### src/rtl/aluPkg.sv
package aluPkg;

  localparam int OP_W = 4;

  localparam logic [OP_W-1:0] OP_ADD   = 4'd0;
  localparam logic [OP_W-1:0] OP_ADC   = 4'd1;
  localparam logic [OP_W-1:0] OP_SUB   = 4'd2;
  localparam logic [OP_W-1:0] OP_SBB   = 4'd3;
  localparam logic [OP_W-1:0] OP_AND   = 4'd4;
  localparam logic [OP_W-1:0] OP_OR    = 4'd5;
  localparam logic [OP_W-1:0] OP_XOR   = 4'd6;
  localparam logic [OP_W-1:0] OP_NOTA  = 4'd7;
  localparam logic [OP_W-1:0] OP_PASSA = 4'd8;
  localparam logic [OP_W-1:0] OP_PASSB = 4'd9;
  localparam logic [OP_W-1:0] OP_INC   = 4'd10;
  localparam logic [OP_W-1:0] OP_DEC   = 4'd11;

  // second adder operand source
  typedef enum logic [1:0] {
    BSRC_OPB,
    BSRC_NOTB,
    BSRC_ZERO,
    BSRC_ONES
  } bSrcT;

  // adder carry-in source
  typedef enum logic [1:0] {
    CSRC_ZERO,
    CSRC_ONE,
    CSRC_CI,
    CSRC_NCI
  } cSrcT;

  // result multiplexer source
  typedef enum logic [2:0] {
    RES_SUM,
    RES_AND,
    RES_OR,
    RES_XOR,
    RES_NOTA,
    RES_A,
    RES_B,
    RES_ZERO
  } resSrcT;

  typedef struct packed {
    bSrcT   bSrc;
    cSrcT   cSrc;
    resSrcT resSrc;
    logic   arith;
  } ctrlT;

endpackage

### src/rtl/aluCtrl.sv
module aluCtrl
  import aluPkg::*;
(
  input  logic [OP_W-1:0] opSel,
  output ctrlT            strobes
);

  always_comb begin
    strobes = '{bSrc: BSRC_OPB, cSrc: CSRC_ZERO, resSrc: RES_ZERO, arith: 1'b0};
    case (opSel)
      OP_ADD:   strobes = '{bSrc: BSRC_OPB,  cSrc: CSRC_ZERO, resSrc: RES_SUM, arith: 1'b1};
      OP_ADC:   strobes = '{bSrc: BSRC_OPB,  cSrc: CSRC_CI,   resSrc: RES_SUM, arith: 1'b1};
      OP_SUB:   strobes = '{bSrc: BSRC_NOTB, cSrc: CSRC_ONE,  resSrc: RES_SUM, arith: 1'b1};
      OP_SBB:   strobes = '{bSrc: BSRC_NOTB, cSrc: CSRC_NCI,  resSrc: RES_SUM, arith: 1'b1};
      OP_INC:   strobes = '{bSrc: BSRC_ZERO, cSrc: CSRC_ONE,  resSrc: RES_SUM, arith: 1'b1};
      OP_DEC:   strobes = '{bSrc: BSRC_ONES, cSrc: CSRC_ZERO, resSrc: RES_SUM, arith: 1'b1};
      OP_AND:   strobes.resSrc = RES_AND;
      OP_OR:    strobes.resSrc = RES_OR;
      OP_XOR:   strobes.resSrc = RES_XOR;
      OP_NOTA:  strobes.resSrc = RES_NOTA;
      OP_PASSA: strobes.resSrc = RES_A;
      OP_PASSB: strobes.resSrc = RES_B;
      default:  strobes.resSrc = RES_ZERO;
    endcase

    // arithmetic strobes must route the adder sum to the result
    assert_arith_routes_sum_R1: assert (!strobes.arith || strobes.resSrc == RES_SUM)
      else $error("arith strobe without sum routing");
    // reserved selects must neither use the adder nor produce data
    assert_reserved_quiet_R9: assert (opSel < 4'd12 || (!strobes.arith && strobes.resSrc == RES_ZERO))
      else $error("reserved select not quiet");
    // carry input only reaches the adder for the carry/borrow selects
    assert_ci_scope_R11: assert (!(strobes.cSrc inside {CSRC_CI, CSRC_NCI}) || opSel == OP_ADC || opSel == OP_SBB)
      else $error("carry input routed on wrong select");
  end

endmodule

### src/rtl/aluAdder.sv
module aluAdder #(
  parameter int W = 8
) (
  input  logic [W-1:0] addA,
  input  logic [W-1:0] addB,
  input  logic         addCin,
  output logic [W-1:0] addSum,
  output logic         addCout,
  output logic         addOvf
);

  localparam int LOW_W = W - 1;

  logic [W-1:0] lowSum;   // low section, zero-extended; top bit is carry into sign cell
  logic         carryMid;
  logic         topA;
  logic         topB;
  logic [W:0]   refSum;

  always_comb begin
    lowSum   = {1'b0, addA[LOW_W-1:0]} + {1'b0, addB[LOW_W-1:0]} + {{LOW_W{1'b0}}, addCin};
    carryMid = lowSum[LOW_W];
    topA     = addA[W-1];
    topB     = addB[W-1];
    addSum   = {topA ^ topB ^ carryMid, lowSum[LOW_W-1:0]};
    addCout  = (topA & topB) | (carryMid & (topA ^ topB));
    addOvf   = carryMid ^ addCout;

    refSum = {1'b0, addA} + {1'b0, addB} + {{W{1'b0}}, addCin};
    // split adder agrees with a full-width sum
    assert_split_sum_R2: assert ({addCout, addSum} == refSum)
      else $error("split adder sum mismatch");
    // carry-xor overflow agrees with the sign rule on the adder's own inputs
    assert_sign_rule_R5: assert (addOvf == ((topA == topB) && (addSum[W-1] != topA)))
      else $error("overflow disagrees with sign rule");
  end

endmodule

### src/rtl/aluLogic.sv
module aluLogic
  import aluPkg::*;
#(
  parameter int W = 8
) (
  input  logic [W-1:0] logA,
  input  logic [W-1:0] logB,
  input  resSrcT       logSel,
  output logic [W-1:0] logRes
);

  always_comb begin
    case (logSel)
      RES_AND:  logRes = logA & logB;
      RES_OR:   logRes = logA | logB;
      RES_XOR:  logRes = logA ^ logB;
      RES_NOTA: logRes = ~logA;
      RES_A:    logRes = logA;
      RES_B:    logRes = logB;
      default:  logRes = '0;
    endcase
  end

endmodule

### src/rtl/aluDatapath.sv
module aluDatapath
  import aluPkg::*;
#(
  parameter int W = 8
) (
  input  logic [W-1:0] opA,
  input  logic [W-1:0] opB,
  input  logic         carryIn,
  input  ctrlT         strobes,
  output logic [W-1:0] result,
  output logic         carryOut,
  output logic         ovf,
  output logic         zero,
  output logic         sign
);

  logic [W-1:0] adderB;
  logic         adderCin;
  logic [W-1:0] sumVal;
  logic         sumCout;
  logic         sumOvf;
  logic [W-1:0] logicVal;

  always_comb begin
    case (strobes.bSrc)
      BSRC_OPB:  adderB = opB;
      BSRC_NOTB: adderB = ~opB;
      BSRC_ZERO: adderB = '0;
      default:   adderB = '1;
    endcase
    case (strobes.cSrc)
      CSRC_ZERO: adderCin = 1'b0;
      CSRC_ONE:  adderCin = 1'b1;
      CSRC_CI:   adderCin = carryIn;
      default:   adderCin = ~carryIn;
    endcase
  end

  aluAdder #(.W(W)) uAdder (
    .addA   (opA),
    .addB   (adderB),
    .addCin (adderCin),
    .addSum (sumVal),
    .addCout(sumCout),
    .addOvf (sumOvf)
  );

  aluLogic #(.W(W)) uLogic (
    .logA  (opA),
    .logB  (opB),
    .logSel(strobes.resSrc),
    .logRes(logicVal)
  );

  always_comb begin
    result   = (strobes.resSrc == RES_SUM) ? sumVal : logicVal;
    carryOut = strobes.arith & sumCout;
    ovf      = strobes.arith & sumOvf;
    zero     = (result == '0);
    sign     = result[W-1];
  end

endmodule

### src/rtl/flagAlu.sv
module flagAlu
  import aluPkg::*;
#(
  parameter int DATA_W = 8
) (
  input  logic [DATA_W-1:0] opA,
  input  logic [DATA_W-1:0] opB,
  input  logic              carryIn,
  input  logic [OP_W-1:0]   opSel,
  output logic [DATA_W-1:0] result,
  output logic              carryOut,
  output logic              ovf,
  output logic              zero,
  output logic              sign
);

  ctrlT strobes;

  aluCtrl uCtrl (
    .opSel  (opSel),
    .strobes(strobes)
  );

  aluDatapath #(.W(DATA_W)) uPath (
    .opA     (opA),
    .opB     (opB),
    .carryIn (carryIn),
    .strobes (strobes),
    .result  (result),
    .carryOut(carryOut),
    .ovf     (ovf),
    .zero    (zero),
    .sign    (sign)
  );

endmodule

### config.mk
export PLATFORM = sky130hd
export DESIGN_NAME = flagAlu
export DESIGN_NICKNAME = d
export VERILOG_FILES = /design/src/rtl/aluPkg.sv /design/src/rtl/aluCtrl.sv /design/src/rtl/aluAdder.sv /design/src/rtl/aluLogic.sv /design/src/rtl/aluDatapath.sv /design/src/rtl/flagAlu.sv
export SDC_FILE = /design/constraint.sdc
export NUM_CORES = 1
export LEC_CHECK = 0
export BUFFER_PORTS_ARGS = -buffer_cell sky130_fd_sc_hd__clkbuf_2
export CORE_ASPECT_RATIO = 2
export CORE_MARGIN = 5
export CORE_UTILIZATION = 45
export DETAILED_ROUTE_END_ITERATION = 8
export PLACE_DENSITY_LB_ADDON = 0.1
export SETUP_SLACK_MARGIN = 0.4
export SLEW_MARGIN = 20
export SYNTH_ARGS = -nofsm -noshare
export SYNTH_HDL_FRONTEND = slang
export SYNTH_SLANG_ARGS = --single-unit
### constraint.sdc
create_clock -name vclk -period 6.7
set_input_delay 1.34 -clock vclk [all_inputs]
set_output_delay 1.34 -clock vclk [all_outputs]
set_load 0.03 [all_outputs]
==> results by stage, run 1 <==
Status:
- The run finished with clean final reports.

Floorplanning:
- In this run the core area contains 28 standard-cell rows.
- The number of placed I/O pins is 33.
- The floorplan step defined a core boundary enclosing 2940 sq um.
- The die covers between 4000 and 5000 sq um.
- The die is about 90 um tall.
- Once the floorplan was initialized, standard cells occupied 46.2% of the core.
- The width of the die is 48.9 um.

Run:
- The number of maximum-capacitance constraint violations is 0.

Layout:
- Leaving out fill and tap cells, the most frequent cells in the layout are sky130_fd_sc_hd__clkbuf_2, sky130_fd_sc_hd__ha_1, sky130_fd_sc_hd__inv_1, sky130_fd_sc_hd__nand2_1, sky130_fd_sc_hd__a21oi_1.
- After the last flow step, the layout net total stands at ~260.
- Counting the fill cells in the layout gives 319.
- At the end of the flow the core is filled with cells to roughly 53%.
- Once layout is complete, the cells apart from fillers number between 200 and 250.
- Cells with a size suffix above 1 make up 24.5% of the layout.
- There are 0 flip-flops and latches.
- Registers take 0 sq um.
- The antenna diode count is 0.
- Relative to the synthesized area, the layout overhead comes to 14.4%.
- The clock buffer count is 0.
- The commonest non-fill, non-tap cell in the layout is sky130_fd_sc_hd__clkbuf_2.

Synth:
- The Yosys step of the flow raised 0 warnings.
- The largest total area in the synthesized netlist belongs to sky130_fd_sc_hd__ha_1.
- The distinct cell type count after synthesis is between 40 and 50.
- The number of nets in the synthesized netlist is roughly 230.
- The cell area after synthesis is ~1400 sq um.
- After synthesis, the largest area contributor takes up between 20% and 30% of total cell area.
- By area the synthesized netlist is led by sky130_fd_sc_hd__ha_1, sky130_fd_sc_hd__inv_1, sky130_fd_sc_hd__a21oi_1.
- The register area share after synthesis is 0%.
- The gate count after technology mapping is ~190.
- The synthesized area per cell is roughly 7.3 sq um.

Routing:
- The number of remaining DRC errors is 0.
- After detailed routing, the average wire length per cell comes to 17.1 um.
- The starting DRC count in detailed routing is 34.
- The first detailed-routing pass ran for 7 iterations.
- The detail route stage leaves a number of antenna-violating nets equal to 0.
- The mean number of vias per cell is 6.09.
- The total vias in the final route is roughly 1500.
- The routed design has just over 4000 um of wire.

Power and ir drop:
- In this run the power density over the cells is around 99 nW/um^2.
- The maximum resistive drop on vdd is roughly 0.054 mV.
- The standby leakage power is 0.819 nW.
- The sum of internal, switching and leakage power is roughly 0.15 mW.

Timing:
- The number of max-slew violations in the final report is 0.
- The post-route fraction of the period consumed by the critical path is about 90%.
- Once routing completed, OpenROAD measured the worst setup slack at around 0.66 ns.
- In the final timing run, aggregate negative setup slack is 0 ns.
- The transition time at the pin with the least slew margin is a little under 0.9 ns.
- Static timing analysis puts the maximum clock frequency at between 150 and 200 MHz.
- The hold violation count in the final report is 0.
- Setup violations remaining at the end of the flow were counted as 0.
- Setup repair after global routing left no endpoint under its margin.
- The max-slew headroom at the worst pin is 41.4%.
- The minimum period implied by the final worst setup slack is just over 6 ns.

Placed design:
- At the end of routability-driven placement, the weighted congestion stood at 0.907.
- The number of placed instances with taps included is about 240.
- In this run the tool buffered the top-level ports with 33 buffer cells.
- The half-perimeter wire length after placement is approximately 3500 um.
- The worst slack at placement is between 0.4 and 0.5 ns.

GRT:
- The pin count of the biggest net entering global routing is 20.
- The first-pass GRT wire length is 7130 um.
- The number of antenna violations at the first check in global routing came to 0.
- The via count of the first global-routing pass is around 1600.
- The remaining global-route overflow is 0.
- The total routing resource utilization after global routing is between 20 and 25%.

Worst hold path:
- The worst hold path class is in -> out.

Critical path:
- Along the worst path, the maximum fanout reaches 13.
- At the worst endpoint, the required time is about 5.4 ns.
- The type of origin of the critical path is an input port.
- For the worst setup path, the data arrival time is about 4.7 ns.
- The endpoint type of the worst setup path is a primary output.
- The critical path in this run is classified as in -> out.

Clock network:
- Once the clock tree was built, the setup fixing pass inserted 0 buffers.
==> timing repair <==
action,CTS,global route
hold buffers,0,0
resized for setup,0,14
endpoints found under the setup margin,0,1
==> cell usage after synthesis (5+ instances only) <==
cell	n
sky130_fd_sc_hd__ha_1	23
sky130_fd_sc_hd__nand2_1	17
sky130_fd_sc_hd__mux2i_1	5
sky130_fd_sc_hd__nor3_1	11
sky130_fd_sc_hd__nor2_1	6
sky130_fd_sc_hd__nand3b_1	5
sky130_fd_sc_hd__nand3_1	5
sky130_fd_sc_hd__and3_1	6
sky130_fd_sc_hd__a21oi_1	13
sky130_fd_sc_hd__o21ai_0	9
sky130_fd_sc_hd__inv_1	22
==> power by group <==
group | leakage (nW) | total [mW] | internal, mW | switching, mW
clock | 0 | 0 | 0 | 0
combinational | 0.819 | 0.154 | 0.0585 | 0.0954
sequential | 0 | 0 | 0 | 0
total | 0.819 | 0.154 | 0.0585 | 0.0954
==> worst paths after layout <==
check,start,endpoint,depth (start not counted)
worst max-delay path,opSel[2],zero,17
worst min-delay path,opA[7],sign,4
==> stage by stage <==
step / instance area, sq um / hold slack (ns)
after floorplan: 1360 / 2.91
final: 1550 / 3.22
after global routing: 1550 / 3.28
after global placement: 1530 / 3.21
after detailed placement: 1530 / 3.23
after CTS: 1530 / 3.23
==> metal layers <==
layer,vias to the layer above,part of all wire (%),GRT usage (%)
li1,721,-,-
met4,0,6.5,11.8
met5,-,0,0
met2,62,54,38.8
met3,23,5.4,2.04
met1,668,34,20.7
==> cell type report <==
cell class | instances | area [sq um] | share of cell area, %
tap | 30 | 37.5 | 2.42
timing repair buffer | 38 | 214 | 13.8
multi-input combinational | 152 | 1220 | 78.5
inverter | 22 | 82.6 | 5.31
==> cell families (layout without fill, tap and decap cells) <==
family | count (synthesis) | in the layout | synth area share, %
AO/OA/AOI/OAI | 47 | 47 | 23.4
multiplexers | 11 | 11 | 10.0
XOR/XNOR | 5 | 5 | 3.22
AND/OR/NAND/NOR | 63 | 63 | 26.3
adder cells (fa/ha/maj) | 26 | 26 | 25.6
buffers and inverters | 33 | 60 | 11.4
==> worst max-delay path: stages <==
cell and delay (ns):
sky130_fd_sc_hd__clkbuf_2 0.09, sky130_fd_sc_hd__inv_1 0.11, sky130_fd_sc_hd__nand2_1 0.11, sky130_fd_sc_hd__buf_4 0.19, sky130_fd_sc_hd__a21oi_1 0.08, sky130_fd_sc_hd__and2_1 0.17
sky130_fd_sc_hd__fa_1 0.41, sky130_fd_sc_hd__nand3b_1 0.17, sky130_fd_sc_hd__nand2_1 0.10, sky130_fd_sc_hd__a31oi_1 0.14, sky130_fd_sc_hd__o21ai_2 0.19, sky130_fd_sc_hd__fa_1 0.45
sky130_fd_sc_hd__a21oi_2 0.15, sky130_fd_sc_hd__o21ai_2 0.08, sky130_fd_sc_hd__or4_4 0.46, sky130_fd_sc_hd__nor4b_4 0.29, sky130_fd_sc_hd__buf_6 0.16
Note: power is estimated with default switching activity, not from simulation.
==> run 2: changes to the inputs <==
--- a/config.mk
+++ b/config.mk
@@ -8,7 +8,7 @@
 export BUFFER_PORTS_ARGS = -buffer_cell sky130_fd_sc_hd__clkbuf_2
 export CORE_ASPECT_RATIO = 2
 export CORE_MARGIN = 5
-export CORE_UTILIZATION = 45
+export CORE_UTILIZATION = 50
 export DETAILED_ROUTE_END_ITERATION = 8
 export PLACE_DENSITY_LB_ADDON = 0.1
 export SETUP_SLACK_MARGIN = 0.4
==> run 2 against run 1 <==
Combinational power rose by 4%. Critical path depth fell by 2. Routed wire length rose by 1.6%. Count of clock-buffer cells in the layout did not move. First-iteration DRC count rose by 59%. Power rose by 3.7%. Sequential share of layout area did not move. Global-route usage rose by 1.5 points. Maximum frequency fell by 1.7%. Non-clock buffer count fell by 1. Die area fell by 8.4%. Critical path type unchanged. Largest power group unchanged. Highest routed layer unchanged.
==> results by stage, run 2 (synthesis gave the netlist of run 1 again) <==
GRT:
- Global routing used 21.8% of the available tracks.
- For this run the aggregate overflow at the end of global routing stands at 0.
- The number of antenna violations at the first check in global routing is 0.
- Entering global routing, the biggest net connects 20 pins.
- The via count of the first global-routing pass is around 1500.
- The first-pass GRT wire length is 6610 um.

Placed design:
- The HPWL after detailed placement is ~3400 um.
- At the end of routability-driven placement, the weighted congestion stood at 0.891.
- Buffers placed on the I/O ports in this run total 33.
- The worst slack at placement is 0.319 ns.

Timing:
- The post-route fraction of the period consumed by the critical path is 91.7%.
- The final critical-path setup slack is around 0.55 ns.
- Setup repair after global routing left no endpoint under its margin.
- The count of endpoints failing setup in the final report is 0.
- At the pin with the least slew margin, the transition time is 0.714 ns.
- In this run the tightest slew margin relative to its limit is 52.0%.
- Based on the critical path, the design can be clocked at up to roughly 160 MHz.
- The hold violation count in the final report is 0.
- The minimum period implied by the final worst setup slack is 6.15 ns.
- Adding up every negative setup slack in the final design gives 0 ns.
- The number of max-slew violations in the final report came to 0.

Critical path:
- The delay of the slowest cell on the worst path is roughly 0.46 ns.
- Among all stages on the critical path, the largest delay is contributed by sky130_fd_sc_hd__or4_4.
- The kind of critical path is in -> out.
- For the worst setup path, the data required time is between 5 and 6 ns.
- In this run the number of cells on the critical path is 15.
- The most critical setup path has its endpoint at zero.
- Walking the worst path, the cells encountered are clkbuf_2 > nor2b_2 > a32o_1 > nand2_1 > fa_1 > nand3b_1 > nand2_1 > a31oi_4 > o21ai_2 > fa_1 > a21oi_2 > o21ai_2 > or4_4 > nor4b_4 > buf_4.
- Counting both buffers and inverters, the worst setup path holds a total of 2.
- In this run the worst path has a maximum fanout of 10.
- STA classifies the critical path startpoint as an input port.
- On the critical path the largest part of the delay comes from simple AND/OR/NAND/NOR gates.
- The arrival time of the worst setup path is 4.81 ns.
- The endpoint type of the worst setup path is a primary output.
- The beginning of the critical path is opSel[0].

Layout:
- Cells with a size suffix above 1 make up between 20 and 30% of the layout.
- Counting the clock-network buffers in the layout gives 0.
- There are 0 flip-flops and latches.
- The number of antenna diodes in the final layout is 0.
- For this run, the post-layout net count is 260.
- Summing all flip-flop and latch instances after layout gives 0 sq um.
- The post-synthesis to final-layout area growth is 15.5%.
- The library cells used most frequently in the layout, excluding fill and tap cells, are sky130_fd_sc_hd__clkbuf_2, sky130_fd_sc_hd__ha_1, sky130_fd_sc_hd__inv_1, sky130_fd_sc_hd__nand2_1, sky130_fd_sc_hd__a21oi_1.
- At the end of the flow the core is filled with cells to 60.3%.
- Leaving out fill and tap cells, the most frequent cell in the layout is sky130_fd_sc_hd__clkbuf_2.

Status:
- The run finished with clean final reports.

Power and ir drop:
- IR analysis of the VDD net gives a maximum drop of 0.0748 mV.
- The sum of internal, switching and leakage power is approximately 0.16 mW.
- The analysis attributes to cell leakage a power of approximately 0.82 nW.
- Power spread over the standard cell area amounts to between 100 and 150 nW/um^2.

Routing:
- The starting DRC count in detailed routing is 54.
- After detailed routing, the number of remaining DRC violations is 0.
- The total wire length is 4220 um.
- The total vias in the final route is around 1500.
- Dividing the detail-routed via count by the number of cells gives ~6.1.
- After detailed routing, the average wire length per cell comes to roughly 18 um.
- The count of nets left with antenna violations once routing finished came out at 0.
- The first detailed-routing pass took 4 iterations.

Floorplanning:
- Once the floorplan was initialized, standard cells occupied a little over half of the core.
- The die span in y is 83.7 um.
- For this design the top-level I/O count stands at 33.
- The area of the core region is ~2600 sq um.
- After floorplanning, the core was divided into 26 placement rows.
- The floorplan step set the die width to about 47 um.
- The floorplan die area is between 3000 and 4000 sq um.

Clock network:
- The number of hold buffers added after CTS is 0.

Run:
- The tool flagged a number of max-cap violations equal to 0.

Worst hold path:
- The tightest min-delay check is of the in -> out type.
==> run 2: worst min-delay path by stage <==
stage / depth (start not counted) / endpoint / start
floorplan: 2 / sign / opA[7]
global placement: 3 / ovf / opSel[2]
detailed placement: 3 / ovf / opSel[2]
CTS: 3 / ovf / opSel[2]
global route: 3 / ovf / opSel[2]
finish: 3 / ovf / opSel[2]
==> run 2: layout make-up <==
class	instances	area (sq um)
well taps	28	35.0
fillers	265	1030
repair buffers	37	206
multi-input cells	152	1240
inverters	22	82.6
==> run 2: timing repair <==
item / in CTS / in global routing
buffers inserted: 0 / 0
resized for setup: 2 / 15
setup endpoints to repair: 1 / 1
endpoints found under the hold margin: 0 / 0
==> run 2: tightest hold or removal path, delay by kind of cell <==
family	cells	cell delay, ns
buf+inv	2	0.36
simple gates	1	0.08
==> run 2: stage by stage <==
stage | hold slack, ns | instances | area, sq um
global placement | 3.13 | 239 | 1520
CTS | 3.14 | 239 | 1530
floorplan | 2.91 | 185 | 1360
detailed placement | 3.14 | 239 | 1520
finish | 3.12 | 239 | 1570
global route | 3.15 | 239 | 1570
==> run 2: power by group <==
group | internal, mW | switching, mW
sequential | 0 | 0
clock | 0 | 0
combinational | 0.0602 | 0.0993
total | 0.0602 | 0.0993
==> run 2: per-layer routing <==
metal / part of all wire [%] / wire length, um / global-route usage (%)
met4: 4.7 / 199 / 7.81
met5: 0 / 0 / 0
met3: 3.8 / 161 / 0.216
met2: 55 / 2320 / 41.8
met1: 36 / 1540 / 22.8
==> run 3: changes to the inputs <==
--- a/config.mk
+++ b/config.mk
@@ -11,6 +11,7 @@
 export CORE_UTILIZATION = 50
 export DETAILED_ROUTE_END_ITERATION = 8
 export PLACE_DENSITY_LB_ADDON = 0.1
+export RECOVER_POWER = 25
 export SETUP_SLACK_MARGIN = 0.4
 export SLEW_MARGIN = 20
 export SYNTH_ARGS = -nofsm -noshare
==> run 3 against run 2 <==
Cell area shrank 0.16%. Maximum frequency is the same. Critical endpoint unchanged. Largest cell class unchanged. Via count decreased by 0.14%. Flip-flop and latch count unchanged. Non-clock buffer count did not move. Largest power group unchanged. Power down 0.29%. Sequential share of layout area unchanged. Die area is the same. Worst hold slack did not move. Routed wire length is the same. Final cell count did not move.
==> results by stage, run 3 (synthesis gave the netlist of run 1 again) <==
Layout:
- The non-filler instance count after layout is ~240.
- Cells with a size suffix above 1 make up ~25% of the layout.
- The layout has 0 clock buffers.
- Leaving out fill and tap cells, the most frequent cells in the layout are sky130_fd_sc_hd__clkbuf_2, sky130_fd_sc_hd__ha_1, sky130_fd_sc_hd__inv_1, sky130_fd_sc_hd__nand2_1, sky130_fd_sc_hd__a21oi_1.
- The area used by sequential logic in the layout is 0 sq um.
- The antenna diode count is 0.
- The commonest non-fill, non-tap cell in the layout is sky130_fd_sc_hd__clkbuf_2.
- The net count of the finished layout is between 200 and 300.
- The finished cells cover 1570 sq um.
- The final sequential cell count is 0.
- The post-synthesis to final-layout area growth is 15.3%.

Power and ir drop:
- The share of power burned in registers is 0%.
- Summed over all nets, the switching power comes to roughly 0.1 mW.
- Net switching is 62.4% of the power.
- The clock network burns 0% of the power.
- The combinational share of power is 100.0%.
- The standby leakage power is 0.814 nW.
- The maximum resistive drop on vdd is roughly 0.075 mV.
- The power density over the cells is 102 nW/um^2.
- The internal portion of the total power is approximately 0.06 mW.

Timing:
- The number of max-slew violations in the final report is 0.
- After routing, the total negative slack on setup checks comes to 0 ns.
- Setup violations remaining at the end of the flow were counted as 0.
- The post-route fraction of the period consumed by the critical path is between 90% and 100%.
- Measured against its own limit, the worst slew margin works out to roughly 52%.
- The transition time at the pin with the least slew margin is 0.714 ns.
- The hold violation count in the final report is 0.
- Based on the critical path, the design can be clocked at up to between 150 and 200 MHz.
- Setup repair after global routing left no endpoint under its margin.
- The minimum period implied by the final worst setup slack is about 6 ns.

Placed design:
- In this run the tool buffered the top-level ports with 33 buffer cells.
- Including well taps, the total number of placed cells is roughly 240.
- The placed instances occupy a cell area of around 1500 sq um.
- The congestion estimate from routability-driven global placement came to a little under 0.9.
- The half-perimeter wire length after placement is 3440 um.

Routing:
- The starting DRC count in detailed routing is 54.
- The pre-antenna-repair detailed-routing pass consisted of 4 iterations.
- The number of remaining DRC errors is 0.
- Detailed routing placed a total of 160 um of wire on met3.
- After detailed routing, the wire length on met1 is around 1500 um.
- The total vias in the final route is 1452.
- Wire segments on met2 add up to 2310 um in the final route.
- The detailed router used layers up to and including met4.
- The count of nets left with antenna violations once routing finished came out at 0.
- The mean number of vias per cell is between 6 and 7.
- The total wire length is about 4200 um.
- The routed wirelength normalized by instance count is around 18 um.

Floorplanning:
- Measured along the y axis, the die boundary spans 83.7 um.
- The die is roughly 47 um wide.
- After floorplanning, the core was sized to cover ~2600 sq um.
- Pin placement for this block handled 33 I/O pins.
- The effective utilization at floorplan is between 50% and 60%.
- Row generation in the floorplan step produced 26 rows.
- The die covers roughly 4000 sq um.

Clock network:
- After clock tree synthesis, the setup repair step added 0 buffers.
- The number of hold buffers added after CTS is 0.

Critical path:
- The arrival time of the worst setup path is approximately 4.8 ns.
- STA classifies the critical path startpoint as an input port.
- The worst setup path is of the in -> out kind.
- The biggest fanout along the worst timing path is 10.
- The data required time at the worst endpoint is 5.36 ns.
- STA classifies the critical path endpoint as a primary output.

GRT:
- The first-pass GRT wire length is around 6600 um.
- Global routing consumed, over all layers together, roughly 22% of the routing resources.
- The pin count of the biggest net entering global routing is 20.
- The via count of the first global-routing pass is about 1500.
- The number of antenna violations at the first check in global routing is 0.
- The total overflow left after global routing is 0.

Run:
- The tool flagged a number of max-cap violations equal to 0.

Worst hold path:
- The worst hold path class is in -> out.

Status:
- The run finished with clean final reports.
-- run 3: cell counts in the layout (fill, tap and decap cells not counted) --
No cell type changed its count.
-- run 3: worst max-delay path, cell delays in order --
cell and delay (ns):
sky130_fd_sc_hd__clkbuf_2 0.20, sky130_fd_sc_hd__nor2b_2 0.30, sky130_fd_sc_hd__a32o_1 0.22, sky130_fd_sc_hd__nand2_1 0.08, sky130_fd_sc_hd__fa_1 0.39, sky130_fd_sc_hd__nand3b_1 0.18, sky130_fd_sc_hd__nand2_1 0.17, sky130_fd_sc_hd__a31oi_4 0.12
sky130_fd_sc_hd__o21ai_2 0.20, sky130_fd_sc_hd__fa_1 0.45, sky130_fd_sc_hd__a21oi_2 0.15, sky130_fd_sc_hd__o21ai_2 0.08, sky130_fd_sc_hd__or4_4 0.46, sky130_fd_sc_hd__nor4b_4 0.28, sky130_fd_sc_hd__buf_4 0.19
-- run 3: timing repair --
action	CTS	global route
gates resized for setup	2	15
cloned	0	0
setup endpoints to repair	1	1
-- run 3: worst paths after layout --
kind                  startpoint   end  slack [ns]  cells after the start
worst max-delay path    opSel[0]  zero        0.55                     15
worst min-delay path    opSel[2]   ovf        3.12                      3
-- run 3: power groups by stage --
| stage | Clock [mW] | Combinational, mW | Sequential (mW) |
|---|---|---|---|
| floorplan | 0 | 0.110 | 0 |
| global placement | 0 | 0.148 | 0 |
| detailed placement | 0 | 0.151 | 0 |
| CTS | 0 | 0.153 | 0 |
| global route | 0 | 0.173 | 0 |
| finish | 0 | 0.159 | 0 |
-- run 3: layout make-up --
cell class	count	area, sq um
Fill cell	267	1040
Inverter	22	82.6
Tap cell	28	35.0
Timing Repair Buffer	37	204
Multi-Input combinational cell	152	1240
-- run 3: through the flow --
stage / hold slack [ns] / power [mW] / worst slack (ns) / utilization, %
after floorplan: 2.91 / 0.110 / 0.473 / -
after global placement: 3.13 / 0.148 / 0.453 / 58.4
after detailed placement: 3.14 / 0.151 / 0.319 / 58.4
after CTS: 3.14 / 0.153 / 0.414 / 58.7
after global routing: 3.15 / 0.173 / 0.397 / 60.2
final: 3.12 / 0.159 / 0.555 / 60.2
-- run 3: layer usage --
layer / up-vias / GRT usage (%)
li1: 719 / -
met4: 0 / 7.81
met1: 667 / 22.8
met2: 52 / 41.8
met5: - / 0
met3: 14 / 0.216
